<file path="config.mk">
export PLATFORM = sky130hd
export DESIGN_NAME = modereg_load_ctrl
export DESIGN_NICKNAME = d
export VERILOG_FILES = /design/src/rtl/modereg_pkg.sv /design/src/rtl/mr_field_decode.sv /design/src/rtl/mr_wait_timer.sv /design/src/rtl/mr_dll_tracker.sv /design/src/rtl/modereg_load_ctrl.sv
export SDC_FILE = /design/constraint.sdc
export NUM_CORES = 1
export LEC_CHECK = 0
export BUFFER_PORTS_ARGS = -buffer_cell sky130_fd_sc_hd__buf_2
export CAP_MARGIN = 20
export CORE_UTILIZATION = 25
export CTS_CLUSTER_SIZE = 30
export DETAILED_ROUTE_END_ITERATION = 12
export SLEW_MARGIN = 10
export SYNTH_ARGS = -nofsm -noshare
export SYNTH_HDL_FRONTEND = slang
export SYNTH_HIERARCHICAL = 1
export SYNTH_SLANG_ARGS = --single-unit
</file>
<file path="constraint.sdc">
create_clock -name clk -period 4.1 [get_ports clk]
set_clock_uncertainty 0.15 [all_clocks]
set_input_delay 0.615 -clock clk [delete_from_list [all_inputs] [get_ports clk]]
set_output_delay 0.615 -clock clk [all_outputs]
set_load 0.005 [all_outputs]
</file>
<file path="src/rtl/modereg_pkg.sv">
// Package: shared widths, field positions and the operating-mode class
// for the mode register load controller.
package modereg_pkg;

    localparam int MR_W      = 13;  // width of the mode word
    localparam int BANK_W    = 2;   // width of the bank address
    localparam int BL_LSB    = 0;   // burst-length field
    localparam int BL_W      = 3;
    localparam int BT_BIT    = 3;   // burst-ordering bit
    localparam int CL_LSB    = 4;   // read-latency field
    localparam int CL_W      = 3;
    localparam int OPM_LSB   = 7;   // operating-mode field
    localparam int OPM_W     = 6;
    localparam int DLL_BIT   = 8;   // self-clearing reset-request bit

    // Operating-mode pattern that requests a DLL reset (A8 only)
    localparam logic [OPM_W-1:0] OPM_DLL_PATTERN = 6'b000010;

    typedef enum logic [1:0] {
        OPM_NORMAL   = 2'd0,
        OPM_DLL_RST  = 2'd1,
        OPM_RESERVED = 2'd2
    } opmode_e;

    // Decoded view of one mode word
    typedef struct packed {
        logic [3:0] beats;
        logic       interleaved;
        logic [2:0] cas_half;
        opmode_e    opmode;
    } mr_fields_t;

endpackage

</file>
<file path="src/rtl/mr_field_decode.sv">
// Module: mr_field_decode
// Purely combinational decode of a 13-bit mode word into burst length in
// beats, burst ordering, read latency in half clocks, and operating-mode
// class. Assumes the field positions defined in modereg_pkg. Reserved
// burst or latency codes decode to zero.
module mr_field_decode
    import modereg_pkg::*;
(
    input  logic [MR_W-1:0] word,
    output mr_fields_t      fields
);

    logic [BL_W-1:0]  bl_code;
    logic [CL_W-1:0]  cl_code;
    logic [OPM_W-1:0] opm_code;

    assign bl_code  = word[BL_LSB +: BL_W];
    assign cl_code  = word[CL_LSB +: CL_W];
    assign opm_code = word[OPM_LSB +: OPM_W];

    // Map each field code to its decoded value
    always_comb begin
        fields.interleaved = word[BT_BIT];
        unique case (bl_code)
            3'd1:    fields.beats = 4'd2;
            3'd2:    fields.beats = 4'd4;
            3'd3:    fields.beats = 4'd8;
            default: fields.beats = 4'd0;
        endcase
        unique case (cl_code)
            3'd2:    fields.cas_half = 3'd4;
            3'd6:    fields.cas_half = 3'd5;
            default: fields.cas_half = 3'd0;
        endcase
        if (opm_code == '0)
            fields.opmode = OPM_NORMAL;
        else if (opm_code == OPM_DLL_PATTERN)
            fields.opmode = OPM_DLL_RST;
        else
            fields.opmode = OPM_RESERVED;
    end

endmodule

</file>
<file path="src/rtl/mr_wait_timer.sv">
// Module: mr_wait_timer
// Counts down the settling time after an accepted load. `busy` is high
// for exactly WAIT_CYCLES cycles following the edge that samples `start`.
// Assumes `start` never arrives while busy (the top refuses it).
// WAIT_CYCLES = 0 builds no counter.
module mr_wait_timer #(
    parameter int WAIT_CYCLES = 2
) (
    input  logic clk,
    input  logic rst_n,
    input  logic start,
    output logic busy
);

    generate
        if (WAIT_CYCLES == 0) begin : g_nowait
            assign busy = 1'b0;
        end else begin : g_count
            localparam int CW = $clog2(WAIT_CYCLES + 1);
            logic [CW-1:0] remain_q;

            // Load on start, otherwise count down to zero
            always_ff @(posedge clk) begin
                if (!rst_n)
                    remain_q <= '0;
                else if (start)
                    remain_q <= CW'(WAIT_CYCLES);
                else if (remain_q != '0)
                    remain_q <= remain_q - 1'b1;
            end

            assign busy = (remain_q != '0);
        end
    endgenerate

endmodule

</file>
<file path="src/rtl/mr_dll_tracker.sv">
// Module: mr_dll_tracker
// Produces the one-cycle DLL-reset pulse and tracks whether a reset
// request has been followed by a normal-mode load before the next
// ordinary command. The inputs are single-cycle and mutually exclusive
// accept strobes from the top.
module mr_dll_tracker (
    input  logic clk,
    input  logic rst_n,
    input  logic acc_dll,     // accepted reset-request load
    input  logic acc_normal,  // accepted normal-mode load
    input  logic acc_other,   // accepted non-load command
    output logic dll_pulse,
    output logic seq_warn
);

    logic pending_q;

    // One-cycle pulse: the request bit is never held
    always_ff @(posedge clk) begin
        if (!rst_n)
            dll_pulse <= 1'b0;
        else
            dll_pulse <= acc_dll;
    end

    // Remember a reset request until a normal load or an ordinary command
    always_ff @(posedge clk) begin
        if (!rst_n)
            pending_q <= 1'b0;
        else if (acc_dll)
            pending_q <= 1'b1;
        else if (acc_normal || acc_other)
            pending_q <= 1'b0;
    end

    // Sticky warning, cleared only by a normal-mode load
    always_ff @(posedge clk) begin
        if (!rst_n)
            seq_warn <= 1'b0;
        else if (acc_normal)
            seq_warn <= 1'b0;
        else if (acc_other && pending_q)
            seq_warn <= 1'b1;
    end

endmodule

</file>
<file path="src/rtl/modereg_load_ctrl.sv">
// Module: modereg_load_ctrl
// Qualifies mode-register loads against bank selection, array activity,
// reserved operating modes and the post-load settling window. It stores
// the accepted word with the reset-request bit cleared and decodes it.
// Assumes the command inputs are synchronous to clk and hold for one
// cycle per command.
module modereg_load_ctrl
    import modereg_pkg::*;
#(
    parameter int NUM_BANKS   = 4,
    parameter int WAIT_CYCLES = 2
) (
    input  logic                 clk,
    input  logic                 rst_n,
    input  logic                 cmd_valid,
    input  logic                 cmd_load,
    input  logic [1:0]           cmd_bank,
    input  logic [12:0]          cmd_addr,
    input  logic [NUM_BANKS-1:0] banks_idle,
    input  logic                 burst_active,
    output logic                 ready,
    output logic [12:0]          mode_word,
    output logic [3:0]           burst_beats,
    output logic                 burst_interleaved,
    output logic [2:0]           cas_half_clk,
    output logic                 dll_reset,
    output logic                 dll_seq_warn,
    output logic                 err_illegal,
    output logic                 err_reserved,
    output logic                 cmd_reject
);

    localparam logic [MR_W-1:0] DLL_CLEAR_MASK = ~(MR_W'(1) << DLL_BIT);

    mr_fields_t   in_fields;
    mr_fields_t   st_fields;
    logic [MR_W-1:0] word_q;
    logic         wait_busy;
    logic         base_load;
    logic         array_quiet;
    logic         refuse_wait;
    logic         refuse_busy;
    logic         refuse_resv;
    logic         accept_load;
    logic         accept_other;

    // Decode of the incoming address (operating-mode class only is used)
    mr_field_decode u_dec_in (
        .word   (cmd_addr),
        .fields (in_fields)
    );

    // Decode of the stored word for the outputs
    mr_field_decode u_dec_st (
        .word   (word_q),
        .fields (st_fields)
    );

    // Classify the command presented this cycle
    always_comb begin
        base_load    = cmd_valid && cmd_load && (cmd_bank == '0);
        array_quiet  = (&banks_idle) && !burst_active;
        refuse_wait  = cmd_valid && wait_busy;
        refuse_busy  = !refuse_wait && base_load && !array_quiet;
        refuse_resv  = !refuse_wait && base_load && array_quiet
                       && (in_fields.opmode == OPM_RESERVED);
        accept_load  = !refuse_wait && base_load && array_quiet
                       && (in_fields.opmode != OPM_RESERVED);
        accept_other = !wait_busy && cmd_valid && !cmd_load;
    end

    // Store an accepted word, reset-request bit forced to zero
    always_ff @(posedge clk) begin
        if (!rst_n)
            word_q <= '0;
        else if (accept_load)
            word_q <= cmd_addr & DLL_CLEAR_MASK;
    end

    // Register the three refusal pulses
    always_ff @(posedge clk) begin
        if (!rst_n) begin
            cmd_reject   <= 1'b0;
            err_illegal  <= 1'b0;
            err_reserved <= 1'b0;
        end else begin
            cmd_reject   <= refuse_wait;
            err_illegal  <= refuse_busy;
            err_reserved <= refuse_resv;
        end
    end

    mr_wait_timer #(
        .WAIT_CYCLES (WAIT_CYCLES)
    ) u_wait (
        .clk   (clk),
        .rst_n (rst_n),
        .start (accept_load),
        .busy  (wait_busy)
    );

    mr_dll_tracker u_dll (
        .clk        (clk),
        .rst_n      (rst_n),
        .acc_dll    (accept_load && (in_fields.opmode == OPM_DLL_RST)),
        .acc_normal (accept_load && (in_fields.opmode == OPM_NORMAL)),
        .acc_other  (accept_other),
        .dll_pulse  (dll_reset),
        .seq_warn   (dll_seq_warn)
    );

    assign ready             = !wait_busy;
    assign mode_word         = word_q;
    assign burst_beats       = st_fields.beats;
    assign burst_interleaved = st_fields.interleaved;
    assign cas_half_clk      = st_fields.cas_half;

endmodule

</file>
# After elaboration in Yosys (flattened, before gate mapping)
# Cells that the tools add are included.
[classes]
addsub = 1
n_eq_ne = 9
mux = 8
bitwise_logic = 1
n_reduce_logical = 29
[op_table]
columns = ["cell", "n"]
rows = [
  ["logical AND 1 bit", 14],
  ["case mux 4 bit (3 select lines)", 1],
  ["== test 3 x 2 -> 1 bit (second input constant)", 3],
  ["2-to-1 mux 2 bit", 4],
  ["== test 6 x 2 -> 1 bit (second input constant)", 1],
  ["zero test 6 bit", 1],
  ["case mux 3 bit (2 select lines)", 1],
  ["nonzero test 2 bit", 3],
  ["zero test 1 bit", 5],
  ["zero test 2 bit", 2],
  ["AND reduction 4 bit", 1],
  ["OR reduction 2 bit", 2],
  ["== test 3 x 1 -> 1 bit (second input constant)", 1],
  ["== test 3 bit (second input constant)", 1],
  ["== test 2 x 1 -> 1 bit (second input constant)", 1],
  ["== test 2 bit (second input constant)", 1],
  ["2-to-1 mux 1 bit", 2],
  ["!= test 2 bit (second input constant)", 1],
  ["subtractor 2 x 1 -> 2 bit (second input constant)", 1],
  ["logical OR 1 bit", 1],
  ["NOT 1 bit", 1],
]
[word_totals]
regBits = 20
inputBits = 24
output_inout_bits = 27
wordCells = 57

# Depth between registers and ports, before layout
# Gate-level depths: netlist of the first run.
[depth]
ltp_word = 10
depth_mapped = 7

# Cells and area by module
# The synthesis of the first run kept the hierarchy.
[modules_own_cells]
columns = ["module", "n_inst", "cells_each", "area_each_um2", "seq_area_each_um2"]
rows = [
  ["modereg_load_ctrl", 1, 76, 696.9, 300.3],
  ["mr_field_decode", 2, 12, 83.8, 0.0],
  ["mr_dll_tracker", 1, 8, 103.8, 60.1],
  ["mr_wait_timer", 1, 6, 70.1, 40.0],
]

# Worst setup path after synthesis of the first run
# Ideal clock, no wire load.
[synth_timing]
path_kind = "input -> register"
start = "in cmd_addr[10]"
end = "reg u_wait.g_count.remain_q[0]"
setup_time_ps = 117
t_arrival_ps = 2310
required_time_ps = 3833
setup_slack_ps = 1522
cell_stages = 6
path_buffers = 1
cell_sequence = "or4_1 or2_1 nor2b_1 clkbuf_2 nor4_1 and4bb_2"
[synth_rtl]
columns = ["item", "line", "source"]
rows = [
  ["start: declaration", "modereg_load_ctrl.sv:18", "input logic [12:0] cmd_addr,"],
  ["end signal: assignment", "mr_wait_timer.sv:27", "remain_q <= CW'(WAIT_CYCLES);"],
  ["end signal: assignment", "mr_wait_timer.sv:29", "remain_q <= remain_q - 1'b1;"],
  ["end: declaration", "mr_wait_timer.sv:20", "logic [CW-1:0] remain_q;"],
]

==> run summary, run 1 <==
commonest non-fill, non-tap cell in the layout: buf_2
number of port buffers: 47
critical path class: input port to flop
grt total ovfl: 0
1st-pass router iterations: 5
Max clock buf depth: 2
Synth Instances: 102
DRT antenna net count: 0
IO Pins: 51
Hold Crit Class: flop to flop
Layout fillers: 401
largest net degree at the start of global routing: 21
clk sinks: 20
commonest cells after routing, fill and taps aside: buf_2 (47), dfxtp_1 (20), nand3_1 (12)
Initial Util: 26.1%
clock insertion delay at the later pin of the skew report: 250 ps
starting DRC count in detailed routing: 11
CP max FO: 14
crit end category: flop
Reg area: 400 um^2
FF-to-FF End: u_dll/pending_q
synthesized area per cell: 9.36 um^2
RSZ-0062 raised after global routing: false
Setup Buffers After CTS: 0
Pleak: 0.556 nW
max cap viols: 0
first-pass GRT wire length: 3670 um
fin. max-slew vios: 0
Reg2Reg Launch Point: u_wait/g_count.remain_q[0]
reg2reg setup slack: 1880 ps
die height: 63.8 um
Residual DRC: 0
HPWL Detailed: 1730 um
htree depth: 1
WP data arrival: 2570 ps
Worst EP required: 4100 ps
vias in the first global route: 825
Multi-input gate area: 492 um^2
Overall Power: 0.366 mW
chip width: 63.8 um
CTS root buffer: clkbuf_8
Worst Hold End: mode_word[9]
Least-Margin Pin Slew: 862 ps
core area: 3660 um^2
Startpoint Class: input port
Final period util: 62.7%
Post-Syn Area: 955 um^2
area grow syn2layout: 30.9%
hold depth: 2
Antenna Cells: 0
crit path time final: 2570 ps
Worst-path clk slew: 70 ps
PostCTS Resize Cnt: 0
share of cells above drive strength 1: 42.1%
R2R cell count: 6
maximum clock rate: 389 MHz
Die Area: 4070 um^2
final hold violations: 0
Row Count: 22
routed len/inst: 11.8 um
hold-fix buffer count after cts: 0
fin nets: 170
antenna violations before repair: 0
worst rel slew slack: 42.4%
gpl congestion: 0.789
Pwr Density: 293 nW/um^2
setup violators final: 0
CTS buffer count: 3
final WL: 2270 um
outcome: finished clean
worst vdd ir: 0.000118 V
via count: 897
Yosys Warn Count: 6
CTS tree: yes
All-Layer GR Usage: 11.6%
hold path start: mode_word[9]
Fin Setup TNS: 0 ps
Vias/cell: 4.65
[layout make-up]
class,count,area share (%)
Multi-Input combinational cell,72,39.3
Sequential cell,20,32.0
Timing Repair Buffer,47,18.8
Tap cell,48,4.80
Clock buffer,4,4.40
Inverter,2,0.601
[sequential cells by signal, summed over array words and instances, names as in the netlist]
signal	cells
cmd_reject	1
err_illegal	1
err_reserved	1
mode_word	12
u_dll/dll_pulse	1
u_dll/pending_q	1
u_dll/seq_warn	1
u_wait/g_count.remain_q	2
[power by group]
part / leakage, nW / internal [mW] / switching, mW
sequential: 0.161 / 0.194 / 0.0000391
clock: 0.0288 / 0.0853 / 0.0615
combinational: 0.366 / 0.0123 / 0.0129
total: 0.556 / 0.292 / 0.0745
[layer usage]
layer	vias up	share of wire (%)	track usage, %
met1	416	45	14.0
met4	0	1.5	4.26
met5	-	0	0
met2	34	49	19.9
met3	4	5.2	2.32
li1	443	-	-
[worst max path at each step]
stage / cells after the start / end / from
after floorplan: 6 / u_wait/g_count.remain_q[0] / cmd_addr[10]
after global placement: 6 / u_wait/g_count.remain_q[0] / cmd_addr[10]
after detailed placement: 6 / u_wait/g_count.remain_q[0] / cmd_addr[10]
after CTS: 6 / u_wait/g_count.remain_q[0] / cmd_addr[10]
after global routing: 6 / u_wait/g_count.remain_q[0] / cmd_addr[10]
final: 6 / u_wait/g_count.remain_q[0] / cmd_addr[10]
[worst max-delay path, cell delays in order]
cell and delay, ps:
buf_2 110, or4_1 540, nor3b_1 340, nor2b_1 280, nor4_1 400, and4bb_2 280
[stage by stage]
stage          cells  area (um^2)  setup WS (ps)  util [%]  hold WS (ps)
4_1_cts          193         1250           1540      34.1           335
5_1_grt          193         1250           1290      34.1           356
6_report         193         1250           1530      34.1           332
3_3_place_gp     189         1190           1390      32.6           318
2_1_floorplan    103          958           1520         -           319
3_5_place_dp     189         1190           1290      32.6           327
Power figures use the tool's default switching activity.
==> inputs of run 2 (changes only) <==
--- a/config.mk
+++ b/config.mk
@@ -5,6 +5,7 @@
 export SDC_FILE = /design/constraint.sdc
 export NUM_CORES = 1
 export LEC_CHECK = 0
+export ABC_AREA = 1
 export BUFFER_PORTS_ARGS = -buffer_cell sky130_fd_sc_hd__buf_2
 export CAP_MARGIN = 20
 export CORE_UTILIZATION = 25
==> constraint.sdc (replaced) <==
create_clock -name clk -period 2.1 [get_ports clk]
set_clock_uncertainty 0.15 [all_clocks]
set_input_delay 0.315 -clock clk [delete_from_list [all_inputs] [get_ports clk]]
set_output_delay 0.315 -clock clk [all_outputs]
set_load 0.005 [all_outputs]
==> run 2 against run 1 <==
  * Synthesized cell count up 68%
  * Register-to-register slack worse by 1500 ps
  * Global-route usage down 0.19 points
  * Area after synthesis up 15%
  * Sequential power up 95%
  * Clock power up 99%
  * Combinational power up 140%
  * Via count up 18%
  * Hold slack worse by 160 ps
  * Flip-flop and latch count unchanged
==> run summary, run 2 <==
Row Count: 23
All-Layer GR Usage: 11.4%
Startpoint Class: flop
Die Area: 4670 um^2
clock insertion delay at the later pin of the skew report: 250 ps
utilization after layout: 34.7%
critical path class: flop to flop
IO Pins: 51
starting DRC count in detailed routing: 28
Setup Buffers After CTS: 0
slowest stage cell, crit path: dfxtp_1
1st-pass router iterations: 4
Post-Syn Area: 1100 um^2
Fin Setup TNS: 0 ps
fin. max-slew vios: 0
final hold violations: 0
crit path cell chain: or2_1, inv_2, nand2_2, nor2_4, nand3_2, buf_4, nand2_1, inv_1, nor2_1
max cap viols: 0
reg2reg setup slack: 380 ps
R2R cell count: 9
htree depth: 1
crit end category: flop
Initial Util: 26.8%
Residual DRC: 0
RSZ-0062 raised after global routing: false
routed len/inst: 9.31 um
HPWL Detailed: 1990 um
setup violators final: 0
Antenna Cells: 0
crit-path max cell delay: 320 ps
Yosys Warn Count: 6
CTS buffer count: 3
first-pass GRT wire length: 3930 um
vias in the first global route: 938
Vias/cell: 3.96
CTS tree: yes
DRT antenna net count: 0
Worst EP required: 2140 ps
synthesized area per cell: 6.44 um^2
Layout fillers: 469
area grow syn2layout: 29.8%
commonest non-fill, non-tap cell in the layout: inv_1
antenna violations before repair: 0
final WL: 2490 um
number of port buffers: 47
PostCTS Resize Cnt: 0
worst vdd ir: 0.000166 V
outcome: finished clean
gpl congestion: 0.752
commonest cells after routing, fill and taps aside: inv_1 (50), buf_2 (47), nand2_1 (27)
Pwr Density: 513 nW/um^2
CTS root buffer: clkbuf_8
hold depth: 2
Max clock buf depth: 2
CP max FO: 9
via count: 1,061
largest net degree at the start of global routing: 19
Placed Instances: 264
Final period util: 81.8%
final cell count without fillers: 268
Worst-path clk slew: 80 ps
fin nets: 243
core area: 4120 um^2
share of cells above drive strength 1: 33.0%
Hold Crit Class: input port to flop
Pleak: 0.811 nW
Synth Instances: 171
clk sinks: 20
chip width: 68.4 um
grt total ovfl: 0
max FFs per register: 12
WP data arrival: 1760 ps
crit path time final: 1720 ps
hold-fix buffer count after cts: 0
maximum clock rate: 582 MHz
die height: 68.4 um
[run 2: critical path, delay by kind of cell, from the launching register on]
family,cells,cell delay [ps]
buffers and inverters,3,320
DFF,1,320
and+or+nand+nor,6,860
[run 2: layer usage]
metal	part of all wire (%)	vias to the layer above	GRT usage, %
met5	0	-	0
met4	0.72	0	3.91
met3	7.9	2	3.00
met2	46	31	19.7
met1	45	448	13.3
li1	-	580	-
[run 2: final timing paths]
kind | start | end
worst min-delay path | cmd_valid | cmd_reject
worst max-delay path | u_wait/g_count.remain_q[0] | mode_word[10]
worst max register to register | u_wait/g_count.remain_q[0] | mode_word[10]
worst min register to register | u_wait/g_count.remain_q[1] | u_wait/g_count.remain_q[0]
[run 2: through the flow]
stage          hold WS [ps]  worst slack [ps]  total power, mW  cell area, um^2
6_report                169               382            0.733             1430
5_1_grt                 160               286            0.775             1430
4_1_cts                 165               366            0.751             1430
3_5_place_dp            282               377            0.450             1370
3_3_place_gp            279               465            0.449             1370
2_1_floorplan           272               493            0.421             1100
[run 2: where the power goes]
group,internal (mW),total [mW],switching [mW]
Clock,0.167,0.293,0.126
Combinational,0.0261,0.0609,0.0347
Sequential,0.379,0.379,0.000105
Total,0.572,0.733,0.161
[run 2: cell type report]
| type | count | area, um^2 | area share [%] |
|---|---|---|---|
| inverters | 51 | 191 | 13.4 |
| repair buffers | 51 | 265 | 18.6 |
| flip-flops and latches | 20 | 400 | 28.0 |
| clock buffers | 4 | 55.1 | 3.85 |
| well taps | 50 | 62.6 | 4.38 |
| multi-input cells | 92 | 454 | 31.8 |
